File: src/rtl/ddr2_bg_pkg.sv
package ddr2_bg_pkg;
   localparam logic [2:0] CMD_NOP = 3'd0;
   localparam logic [2:0] CMD_RD  = 3'd1;
   localparam logic [2:0] CMD_RDA = 3'd2;
   localparam logic [2:0] CMD_WR  = 3'd3;
   localparam logic [2:0] CMD_WRA = 3'd4;
   localparam logic [2:0] CMD_PRE = 3'd5;

   // Violation vector bit positions; lower index wins the error code
   localparam int V_AP    = 0;
   localparam int V_BL4   = 1;
   localparam int V_TYPE  = 2;
   localparam int V_OFS   = 3;
   localparam int V_EARLY = 4;
   localparam int NUM_VIOL = 5;
   localparam int CODE_W   = $clog2(NUM_VIOL + 1);

   localparam int BL4_HALF  = 2;
   localparam int BL8_HALF  = 4;
   localparam int LEGAL_GAP = 2;
   localparam int REM_W     = $clog2(BL8_HALF);

   typedef logic [NUM_VIOL-1:0] viol_vec_t;

   function automatic logic is_col(input logic [2:0] c);
      return (c == CMD_RD) || (c == CMD_RDA) || (c == CMD_WR) || (c == CMD_WRA);
   endfunction

   function automatic logic is_write(input logic [2:0] c);
      return (c == CMD_WR) || (c == CMD_WRA);
   endfunction
endpackage

File: src/rtl/ddr2_bg_burst_track.sv
module ddr2_bg_burst_track
   import ddr2_bg_pkg::*;
(
   input  logic       clk,
   input  logic       rst_n,
   input  logic [2:0] cmd_i,
   input  logic       bl8_i,
   output logic       v_ap_o,
   output logic       v_bl4_o,
   output logic       v_type_o,
   output logic       v_ofs_o
);
   localparam logic [REM_W-1:0] LOAD_BL8 = REM_W'(BL8_HALF - 1);
   localparam logic [REM_W-1:0] LOAD_BL4 = REM_W'(BL4_HALF - 1);
   localparam logic [REM_W-1:0] OFS_REM  = REM_W'(BL8_HALF - LEGAL_GAP);

   logic [REM_W-1:0] rem_q;
   logic             wr_q;
   logic             ap_q;
   logic             col, wr, ap, pre, busy, same_dir;

   always_comb begin
      col      = is_col(cmd_i);
      wr       = is_write(cmd_i);
      ap       = (cmd_i == CMD_RDA) || (cmd_i == CMD_WRA);
      pre      = (cmd_i == CMD_PRE);
      busy     = (rem_q != '0);
      same_dir = (wr == wr_q);
      v_ap_o   = busy && ap_q && col;
      v_bl4_o  = busy && !bl8_i && !ap_q && col;
      v_type_o = busy && bl8_i && ((col && !ap_q && !same_dir) || pre);
      v_ofs_o  = busy && bl8_i && col && !ap_q && same_dir && (rem_q != OFS_REM);
   end

   always_ff @(posedge clk) begin
      if (!rst_n) begin
         rem_q <= '0;
         wr_q  <= 1'b0;
         ap_q  <= 1'b0;
      end else if (col) begin
         rem_q <= bl8_i ? LOAD_BL8 : LOAD_BL4;
         wr_q  <= wr;
         ap_q  <= ap;
      end else if (busy) begin
         rem_q <= rem_q - REM_W'(1);
      end
   end
endmodule

File: src/rtl/ddr2_bg_bank_timer.sv
module ddr2_bg_bank_timer
   import ddr2_bg_pkg::*;
#(
   parameter int BANK_W = 2,
   parameter int AL_W   = 3,
   parameter int WL_W   = 3,
   parameter int TWR_W  = 3,
   parameter int CNT_W  = 5
)(
   input  logic              clk,
   input  logic              rst_n,
   input  logic [2:0]        cmd_i,
   input  logic [BANK_W-1:0] bank_i,
   input  logic              bl8_i,
   input  logic [AL_W-1:0]   al_i,
   input  logic [WL_W-1:0]   wl_i,
   input  logic [TWR_W-1:0]  twr_i,
   output logic              early_o
);
   localparam int NUM_BANKS = 1 << BANK_W;

   logic [CNT_W-1:0]     half, hold;
   logic [NUM_BANKS-1:0] held;

   always_comb begin
      half = bl8_i ? CNT_W'(BL8_HALF) : CNT_W'(BL4_HALF);
      if (is_write(cmd_i))
         hold = CNT_W'(wl_i) + half + CNT_W'(twr_i) - CNT_W'(1);
      else
         hold = CNT_W'(al_i) + half - CNT_W'(1);
   end

   for (genvar b = 0; b < NUM_BANKS; b++) begin : g_bank
      logic [CNT_W-1:0] cnt_q, dec;
      assign dec = cnt_q - CNT_W'(cnt_q != '0);
      always_ff @(posedge clk) begin
         if (!rst_n)
            cnt_q <= '0;
         else if (is_col(cmd_i) && (bank_i == BANK_W'(b)))
            cnt_q <= (dec > hold) ? dec : hold;
         else
            cnt_q <= dec;
      end
      assign held[b] = (cnt_q != '0);
   end

   assign early_o = (cmd_i == CMD_PRE) && held[bank_i];
endmodule

File: src/rtl/ddr2_bg_report.sv
module ddr2_bg_report
   import ddr2_bg_pkg::*;
#(
   parameter int STAMP_W = 16
)(
   input  logic               clk,
   input  logic               rst_n,
   input  viol_vec_t          viol_i,
   output logic               valid_o,
   output viol_vec_t          flags_o,
   output viol_vec_t          sticky_o,
   output logic [CODE_W-1:0]  code_o,
   output logic [STAMP_W-1:0] stamp_o
);
   logic [STAMP_W-1:0] cyc_q;
   logic [CODE_W-1:0]  code_n;

   always_comb begin
      code_n = '0;
      for (int i = NUM_VIOL - 1; i >= 0; i--)
         if (viol_i[i]) code_n = CODE_W'(i + 1);
   end

   always_ff @(posedge clk) begin
      if (!rst_n) begin
         cyc_q    <= '0;
         valid_o  <= 1'b0;
         flags_o  <= '0;
         sticky_o <= '0;
         code_o   <= '0;
         stamp_o  <= '0;
      end else begin
         cyc_q    <= cyc_q + STAMP_W'(1);
         valid_o  <= |viol_i;
         flags_o  <= viol_i;
         sticky_o <= sticky_o | viol_i;
         code_o   <= code_n;
         if (|viol_i) stamp_o <= cyc_q;
      end
   end
endmodule

File: src/rtl/ddr2_burst_guard.sv
module ddr2_burst_guard
   import ddr2_bg_pkg::*;
#(
   parameter int BANK_W  = 2,
   parameter int AL_W    = 3,
   parameter int WL_W    = 3,
   parameter int TWR_W   = 3,
   parameter int STAMP_W = 16
)(
   input  logic               clk,
   input  logic               rst_n,
   input  logic [2:0]         cmd_i,
   input  logic [BANK_W-1:0]  bank_i,
   input  logic               cfg_bl8_i,
   input  logic [AL_W-1:0]    cfg_al_i,
   input  logic [WL_W-1:0]    cfg_wl_i,
   input  logic [TWR_W-1:0]   cfg_twr_i,
   output logic               viol_valid_o,
   output logic [4:0]         viol_flags_o,
   output logic [4:0]         viol_sticky_o,
   output logic [2:0]         err_code_o,
   output logic [STAMP_W-1:0] err_stamp_o
);
   localparam int CNT_W = $clog2((1 << AL_W) + (1 << WL_W) + (1 << TWR_W) + BL8_HALF);

   if (BANK_W < 1 || BANK_W > 4) begin : g_bad_bank
      $error("BANK_W must be 1..4");
   end
   if (AL_W < 1 || WL_W < 1 || TWR_W < 1) begin : g_bad_lat
      $error("latency widths must be at least 1");
   end
   if (STAMP_W < 4) begin : g_bad_stamp
      $error("STAMP_W must be at least 4");
   end
   if (NUM_VIOL != 5 || CODE_W != 3) begin : g_bad_pkg
      $error("flag and code widths disagree with the port list");
   end

   logic             bl8_q;
   logic [AL_W-1:0]  al_q;
   logic [WL_W-1:0]  wl_q;
   logic [TWR_W-1:0] twr_q;
   viol_vec_t        viol;

   always_ff @(posedge clk) begin
      if (!rst_n) begin
         bl8_q <= cfg_bl8_i;
         al_q  <= cfg_al_i;
         wl_q  <= cfg_wl_i;
         twr_q <= cfg_twr_i;
      end
   end

   ddr2_bg_burst_track u_burst (
      .clk      (clk),
      .rst_n    (rst_n),
      .cmd_i    (cmd_i),
      .bl8_i    (bl8_q),
      .v_ap_o   (viol[V_AP]),
      .v_bl4_o  (viol[V_BL4]),
      .v_type_o (viol[V_TYPE]),
      .v_ofs_o  (viol[V_OFS])
   );

   ddr2_bg_bank_timer #(
      .BANK_W (BANK_W),
      .AL_W   (AL_W),
      .WL_W   (WL_W),
      .TWR_W  (TWR_W),
      .CNT_W  (CNT_W)
   ) u_timer (
      .clk     (clk),
      .rst_n   (rst_n),
      .cmd_i   (cmd_i),
      .bank_i  (bank_i),
      .bl8_i   (bl8_q),
      .al_i    (al_q),
      .wl_i    (wl_q),
      .twr_i   (twr_q),
      .early_o (viol[V_EARLY])
   );

   ddr2_bg_report #(
      .STAMP_W (STAMP_W)
   ) u_report (
      .clk      (clk),
      .rst_n    (rst_n),
      .viol_i   (viol),
      .valid_o  (viol_valid_o),
      .flags_o  (viol_flags_o),
      .sticky_o (viol_sticky_o),
      .code_o   (err_code_o),
      .stamp_o  (err_stamp_o)
   );
endmodule

File: config.mk
export PLATFORM = sky130hd
export DESIGN_NAME = ddr2_burst_guard
export DESIGN_NICKNAME = d
export VERILOG_FILES = /design/src/rtl/ddr2_bg_pkg.sv /design/src/rtl/ddr2_bg_burst_track.sv /design/src/rtl/ddr2_bg_bank_timer.sv /design/src/rtl/ddr2_bg_report.sv /design/src/rtl/ddr2_burst_guard.sv
export SDC_FILE = /design/constraint.sdc
export NUM_CORES = 1
export LEC_CHECK = 0
export BUFFER_PORTS_ARGS = -buffer_cell sky130_fd_sc_hd__buf_4
export CAP_MARGIN = 20
export CORE_ASPECT_RATIO = 1.5
export CORE_MARGIN = 1
export CORE_UTILIZATION = 30
export CTS_BUF_LIST = sky130_fd_sc_hd__clkbuf_16
export CTS_CLUSTER_SIZE = 40
export DETAILED_ROUTE_END_ITERATION = 16
export PLACE_DENSITY_LB_ADDON = 0.3
export SYNTH_ARGS = -nofsm -noshare
export SYNTH_HDL_FRONTEND = slang
export SYNTH_SLANG_ARGS = --single-unit
File: constraint.sdc
create_clock -name clk -period 4.8 [get_ports clk]
set_input_delay 0.96 -clock clk [delete_from_list [all_inputs] [get_ports clk]]
set_output_delay 0.96 -clock clk [all_outputs]
set_load 0.02 [all_outputs]
==> results.json, run 1 <==
{
  "outcome": "complete, no violations",
  "die_y_um": 148.5,
  "syn_nets": 524,
  "endpoint_kind": "register",
  "hold_path_end": "u_report.stamp_o[13]$_SDFFE_PN0P_",
  "drt-initial-drc-count": 121,
  "hold_slack_ps": 457.1,
  "start_kind": "register",
  "netlist_instances": 464,
  "clock_skew_ps": 5.545,
  "num_io_pins": 47,
  "first_pass_iters": 4,
  "cts.repair.resized": 0,
  "cellLeakagePower_nw": 2.347,
  "ys_types": 41,
  "viasPerCell": 4.598,
  "synth_seq_cells": 80,
  "root_buffer": "clkbuf_16",
  "clkSinkCount": 80,
  "final_area_um2": 5114,
  "setup_tns_ps": 0,
  "synth_edf_count": 10,
  "rsz0062_at_grt": "no",
  "rows": 53,
  "routedWlPerCell_um": 13.38,
  "timing.rr.start": "twr_q[2]$_DFFE_PN_",
  "antenna_found_initial": 0,
  "finalCritPeriodShare": 0.8198,
  "clk_pin_slew_ps": 60,
  "nNetsFinal": 564,
  "grt_remaining_overflow": 0,
  "cp.arrival_ps": 4200,
  "drv_slew": 0,
  "max_cap_violations": 0,
  "hold_path_depth": 2,
  "crit_fanout": 5,
  "die_x_um": 99.69,
  "critPathKind": "register to register",
  "hpwl_mm": 6.967,
  "dieArea_um2": 14810,
  "postCtsHoldBufs": 0,
  "irDropWorstVdd_v": 0.0002672,
  "cts_tree": "done",
  "gp_congestion": 0.8194,
  "reg2reg_slack_ps": 860,
  "placedCellCount": 685,
  "cp.required_ps": 5070,
  "core-area_um2": 13990,
  "r2r_end": "u_timer.g_bank[1].cnt_q[0]$_SDFF_PN0_",
  "post_cts_buffers": 0,
  "htreeDepth": 3,
  "numPortBuffers": 46,
  "clkLatencyLatePin_ps": 340,
  "diodes": 0,
  "drt-total-wl_mm": 9.381,
  "drc": 0,
  "fill_cells": 1432,
  "hold_class": "register to register",
  "syn_avg_cell_area_um2": 9.255,
  "gr-usage-all-layers": 0.1346,
  "min_from": "u_report.stamp_o[13]$_SDFFE_PN0P_",
  "cts_buffers": 9,
  "synth_area_um2": 4294,
  "multi_input_area_um2": 2366,
  "finalPower_mw": 2.828,
  "finalNonFillerCells": 701,
  "setup_viol": 0,
  "grt_pass1_vias": 3326,
  "clockBufferDepth": 2,
  "hold_violations": 0,
  "syn_to_final_growth_pct": 19.08,
  "drive_above_1_share": 0.1336,
  "r2r_cells": 13,
  "register_area_um2": 1702,
  "start_util": 0.3069,
  "vias": 3223,
  "grt_pass1_wl_mm": 15.61,
  "yosys_warnings": 0,
  "dpl_cell_area_um2": 4800,
  "p_per_area_nw_per_um2": 553.1,
  "antenna_left": 0,
  "fmax_mhz": 254.1,
  "period_minus_slack_ps": 3935,
  "grt_start_max_net_pins": 66,
  "async_reset_ff_frac": 0,
  "synth-seq-area-share": 0.3963,
  "max_slew_margin": 0.4170,
  "worst-slew-pin-transition_ps": 867.9,
  "synth_flop_cell": "dfxtp_1"
}
==> power breakdown <==
group	total, mW	switching, mW	internal [mW]
logic	1.27	0.690	0.580
clock network	0.730	0.278	0.453
registers	0.829	0.0579	0.771
==> area by class of cell <==
class | instances | area share
timing repair buffer | 48 | 0.07047
multi-input combinational | 330 | 0.4627
sequential | 80 | 0.3328
inverter | 35 | 0.02569
clock buffer | 9 | 0.04404
clock inverter | 7 | 0.01737
tap | 192 | 0.04698
==> layer usage <==
metal  GRT usage  vias to the layer above  part of all wire
li1            -                     1618                 -
met3     0.02726                       21             0.031
met1      0.1524                     1538              0.42
met4     0.07059                        0             0.029
met5           0                        -                 0
met2      0.2359                       46              0.52
==> cells in the mapped netlist, types with 4 or more instances <==
library cell | n | area [um2]
xnor2_1 | 18 | 157.7
nand2_1 | 70 | 262.8
dfxtp_1 | 70 | 1401
and3_1 | 5 | 31.28
nor2b_1 | 6 | 37.54
nand3_1 | 7 | 35.03
o21ai_0 | 9 | 45.04
nand4_1 | 6 | 37.54
a211oi_1 | 5 | 37.54
o21a_1 | 4 | 30.03
ha_1 | 39 | 488.0
a21oi_1 | 8 | 40.04
mux2i_1 | 47 | 470.5
edfxtp_1 | 10 | 300.3
nor2_1 | 44 | 165.2
nor3_1 | 9 | 45.04
clkbuf_1 | 13 | 48.80
fa_1 | 4 | 80.08
nand2b_1 | 10 | 62.56
inv_1 | 34 | 127.6
and2_1 | 5 | 31.28
xor2_1 | 16 | 140.1
==> kinds of logic after synthesis <==
group | share of synthesized area
and+or+nand+nor | 0.1850
DFF | 0.3963
buffers and inverters | 0.05390
muxes | 0.1096
adders and majority gates | 0.1346
AOI/OAI and AO/OA | 0.05128
xor gates and xnor gates | 0.06935
==> critical path: stages, from the launching register on <==
cell	delay, ps
edfxtp_1	360
inv_1	60
ha_1	220
inv_1	70
fa_1	410
ha_1	220
fa_1	370
xor2_1	180
mux2i_1	460
ha_1	360
mux2i_1	160
a21oi_1	60
nor3_1	670
mux2i_1	260
==> placed cells by master (no fill, tap or decap), types with 2 or more instances in the layout <==
master     instances
mux2i_1           47
nor3_1             8
a211oi_1           5
dfxtp_1           70
and2_1             5
nand2_1           70
clkbuf_16          9
xnor2_1           18
nand2b_1          10
or3_1              2
or2_2              2
o21ai_0            9
inv_1             36
fa_1               4
a21oi_1            8
xor2_1            16
bufinv_16          2
nor2_1            44
buf_4             48
o2111ai_1          2
nand4_1            6
o21a_1             4
nor2b_1            6
clkinv_1           2
nand3_1            7
o211ai_1           2
edfxtp_1          10
ha_1              39
and3_1             5
==> flip-flops by register name, indices dropped and copies added (netlist names) <==
register	cells
twr_q	3
u_report.valid_o	1
al_q	3
u_burst.rem_q	2
u_report.sticky_o	5
wl_q	3
u_burst.wr_q	1
u_timer.g_bank.cnt_q	20
u_report.code_o	3
u_report.flags_o	5
bl8_q	1
u_report.cyc_q	16
u_report.stamp_o	16
u_burst.ap_q	1
==> metrics by stage <==
| stage | utilization | setup WS, ps |
|---|---|---|
| 2_1_floorplan | - | 1228 |
| 3_3_place_gp | 0.3430 | 943.0 |
| 3_5_place_dp | 0.3430 | 795.1 |
| 4_1_cts | 0.3655 | 835.3 |
| 5_1_grt | 0.3655 | 587.8 |
| 6_report | 0.3655 | 864.9 |
==> how the worst max path moves through the flow <==
stage | start | end | slack [ps] | cells past startpoint
global route | twr_q[2]$_DFFE_PN_ | u_timer.g_bank[1].cnt_q[0]$_SDFF_PN0_ | 590 | 13
CTS | twr_q[2]$_DFFE_PN_ | u_timer.g_bank[1].cnt_q[0]$_SDFF_PN0_ | 840 | 13
floorplan | cmd_i[0] | u_timer.g_bank[0].cnt_q[0]$_SDFF_PN0_ | 1230 | 12
finish | twr_q[2]$_DFFE_PN_ | u_timer.g_bank[1].cnt_q[0]$_SDFF_PN0_ | 860 | 13
detailed placement | cmd_i[2] | u_timer.g_bank[1].cnt_q[3]$_SDFF_PN0_ | 800 | 11
global placement | cmd_i[2] | u_timer.g_bank[1].cnt_q[0]$_SDFF_PN0_ | 940 | 11
Note: power is estimated with default switching activity, not from simulation.
==> run 2: changes to the inputs <==
--- a/config.mk
+++ b/config.mk
@@ -5,6 +5,7 @@
 export SDC_FILE = /design/constraint.sdc
 export NUM_CORES = 1
 export LEC_CHECK = 0
+export ABC_AREA = 1
 export BUFFER_PORTS_ARGS = -buffer_cell sky130_fd_sc_hd__buf_4
 export CAP_MARGIN = 20
 export CORE_ASPECT_RATIO = 1.5
==> constraint.sdc (replaced) <==
create_clock -name clk -period 3.8 [get_ports clk]
set_input_delay 0.76 -clock clk [delete_from_list [all_inputs] [get_ports clk]]
set_output_delay 0.76 -clock clk [all_outputs]
set_load 0.02 [all_outputs]
==> results.json, run 2 <==
{
  "outcome": "complete, no violations",
  "dpl_cell_area_um2": 4742,
  "finalNonFillerCells": 765,
  "setup_viol": 0,
  "largest_reg_flops": 20,
  "critPathKind": "register to register",
  "drv_slew": 0,
  "start_kind": "register",
  "die_y_um": 146.4,
  "critPathSlowestCell": "fa_1",
  "worst-slew-pin-transition_ps": 965.2,
  "crit_chain": "inv_1 > ha_1 > inv_1 > fa_1 > ha_1 > fa_1 > xnor2_1 > nor2_1 > a31oi_1 > buf_4 > ha_1 > nand2_1 > inv_1 > o21ai_0 > nand2_1 > o21ai_1 > nand2_2 > o21ai_0 > a21oi_1",
  "synthAdderAreaFrac": 0.1362,
  "synth_top_area_cell": "dfxtp_1",
  "final_area_um2": 5050,
  "fmax_mhz": 289.3,
  "clock_skew_ps": 6.632,
  "muxShareOfSynthArea": 0.002400,
  "synth_area_leaders": "dfxtp_1 34%, ha_1 12%, nand2_1 8.8%",
  "first_pass_iters": 4,
  "synth_area_um2": 4172,
  "critPathMaxStageDelay_ps": 410,
  "grt_pass1_vias": 3600,
  "syn_nets": 604,
  "max_cap_violations": 0,
  "yosysMostFrequentCell": "nand2_1",
  "htreeDepth": 3,
  "cts_tree": "done",
  "mostFrequentLayoutCell": "nor2_1",
  "synth_flop_cell": "dfxtp_1",
  "max_slew_margin": 0.3558,
  "multi_input_area_um2": 2132,
  "clockBufferDepth": 2,
  "vias": 3599,
  "synth_seq_cells": 80,
  "syn_to_final_growth_pct": 21.06,
  "finalCritPeriodShare": 0.9095,
  "ys_types": 34,
  "period_minus_slack_ps": 3456,
  "synthTopCellsByCount": "98 x nand2_1, 96 x nor2_1, 75 x inv_1",
  "utilization": 0.3732,
  "hold_class": "register to register",
  "routedWlPerCell_um": 11.90,
  "rows": 52,
  "crit_fanout": 9,
  "antenna_found_initial": 0,
  "grt_remaining_overflow": 0,
  "cp.arrival_ps": 3680,
  "yosys_warnings": 0,
  "yosys.area.top_type_share": 0.3359,
  "viasPerCell": 4.705,
  "syn_avg_cell_area_um2": 7.668,
  "synth-seq-area-share": 0.4079,
  "reg_top3": "u_timer.g_bank.cnt_q: 20 flops, u_report.cyc_q: 16 flops, u_report.stamp_o: 16 flops",
  "mostFrequentLayoutCells": "96 x nor2_1, 95 x nand2_1, 76 x inv_1, 70 x dfxtp_1, 56 x buf_4",
  "endpoint_kind": "register",
  "async_reset_ff_frac": 0,
  "cts_buffers": 9,
  "root_buffer": "clkbuf_16",
  "placedCellCount": 750,
  "postCtsHoldBufs": 0,
  "irDropWorstVdd_v": 0.0003238,
  "synth_top_family_by_area": "simple AND/OR/NAND/NOR gates",
  "clk_pin_slew_ps": 60,
  "cp.required_ps": 4020,
  "grt_start_max_net_pins": 48,
  "p_per_area_nw_per_um2": 748.3,
  "finalPower_mw": 3.779,
  "yosys.area_share.simple": 0.2304,
  "fin_ws_ps": 344.0,
  "clkLatencyLatePin_ps": 330,
  "num_io_pins": 47,
  "start_util": 0.3082,
  "netlist_instances": 544,
  "clkSinkCount": 80,
  "drc": 0,
  "diodes": 0,
  "antenna_left": 0,
  "drive_above_1_share": 0.1343,
  "largest-register": "u_timer.g_bank.cnt_q",
  "cellLeakagePower_nw": 2.371,
  "post_cts_buffers": 0,
  "fill_cells": 1430,
  "grt_pass1_wl_mm": 15.50,
  "nNetsFinal": 659,
  "gp_congestion": 0.8432,
  "dieArea_um2": 14390,
  "hold_slack_ps": 472.7,
  "gr-usage-all-layers": 0.1360,
  "synth-xor-area-share": 0.03779,
  "dp_slack_ps": 154.2,
  "synth_edf_count": 10,
  "hpwl_mm": 6.970,
  "core-area_um2": 13530,
  "numPortBuffers": 46,
  "rsz0062_at_grt": "no",
  "synth_compound_area_frac": 0.1017,
  "die_x_um": 98.28,
  "drt-initial-drc-count": 180,
  "register_area_um2": 1702,
  "setup_tns_ps": 0,
  "hold_violations": 0,
  "drt-total-wl_mm": 9.100
}
==> run 2: cell count changes after synthesis, sizes merged, moves of 6 or more <==
cell,previous run,this run
xor2,16,9
xnor2,18,9
nand3,7,18
mux2i,47,1
nor2,45,96
a21oi,9,31
inv,34,79
nand2,70,99
nand2b,10,0
nor2b,6,0
o21ai,10,31
==> run 2: power by group <==
part	switching, mW	total [mW]	internal (mW)
Clock	0.322	0.858	0.536
Combinational	1.06	1.83	0.777
Sequential	0.0825	1.09	1.00
Total	1.46	3.78	2.32
==> run 2: path summary, 6_finish.rpt <==
kind	from	cells past startpoint	to	slack (ps)
max	wl_q[2]$_DFFE_PN_	19	u_timer.g_bank[2].cnt_q[1]$_SDFF_PN0_	340
min	u_report.cyc_q[0]$_SDFF_PN0_	1	u_report.cyc_q[0]$_SDFF_PN0_	470
max reg2reg	wl_q[2]$_DFFE_PN_	19	u_timer.g_bank[2].cnt_q[1]$_SDFF_PN0_	340
min reg2reg	u_report.cyc_q[0]$_SDFF_PN0_	1	u_report.cyc_q[0]$_SDFF_PN0_	470
==> run 2: kinds of logic after synthesis <==
group	after synthesis
AND/OR/NAND/NOR	234
buffers and inverters	91
flip-flops	80
AO/OA/AOI/OAI	77
adder cells (fa/ha/maj)	43
XOR/XNOR	18
multiplexers	1
==> run 2: what timing repair did <==
action,4_1_cts,5_1_grt
setup endpoints to repair,0,13
hold endpoints to repair,0,0
gates resized for setup,0,7
==> run 2: metal layers <==
layer | vias to the layer above | wire length [um] | track usage
met5 | - | 0 | 0
met4 | 0 | 180 | 0.06194
met3 | 8 | 269 | 0.02968
met2 | 53 | 4921 | 0.2592
met1 | 1680 | 3729 | 0.1392
li1 | 1858 | - | -
==> run 2: worst max-delay path: cells and delay by family (launching register included) <==
kind | cells | cell delay [ps]
compound gates | 5 | 640
xor+xnor | 1 | 160
fa+ha+maj | 5 | 1450
buf+inv | 4 | 350
flops | 1 | 360
simple gates | 4 | 360
==> run 2: final cells by class <==
type	instances	area share
timing repair buffer	56	0.08325
multi-input combinational	373	0.4222
clock buffer	10	0.04955
clock inverter	5	0.009167
sequential	80	0.3370
inverter	79	0.05872
tap	162	0.04014
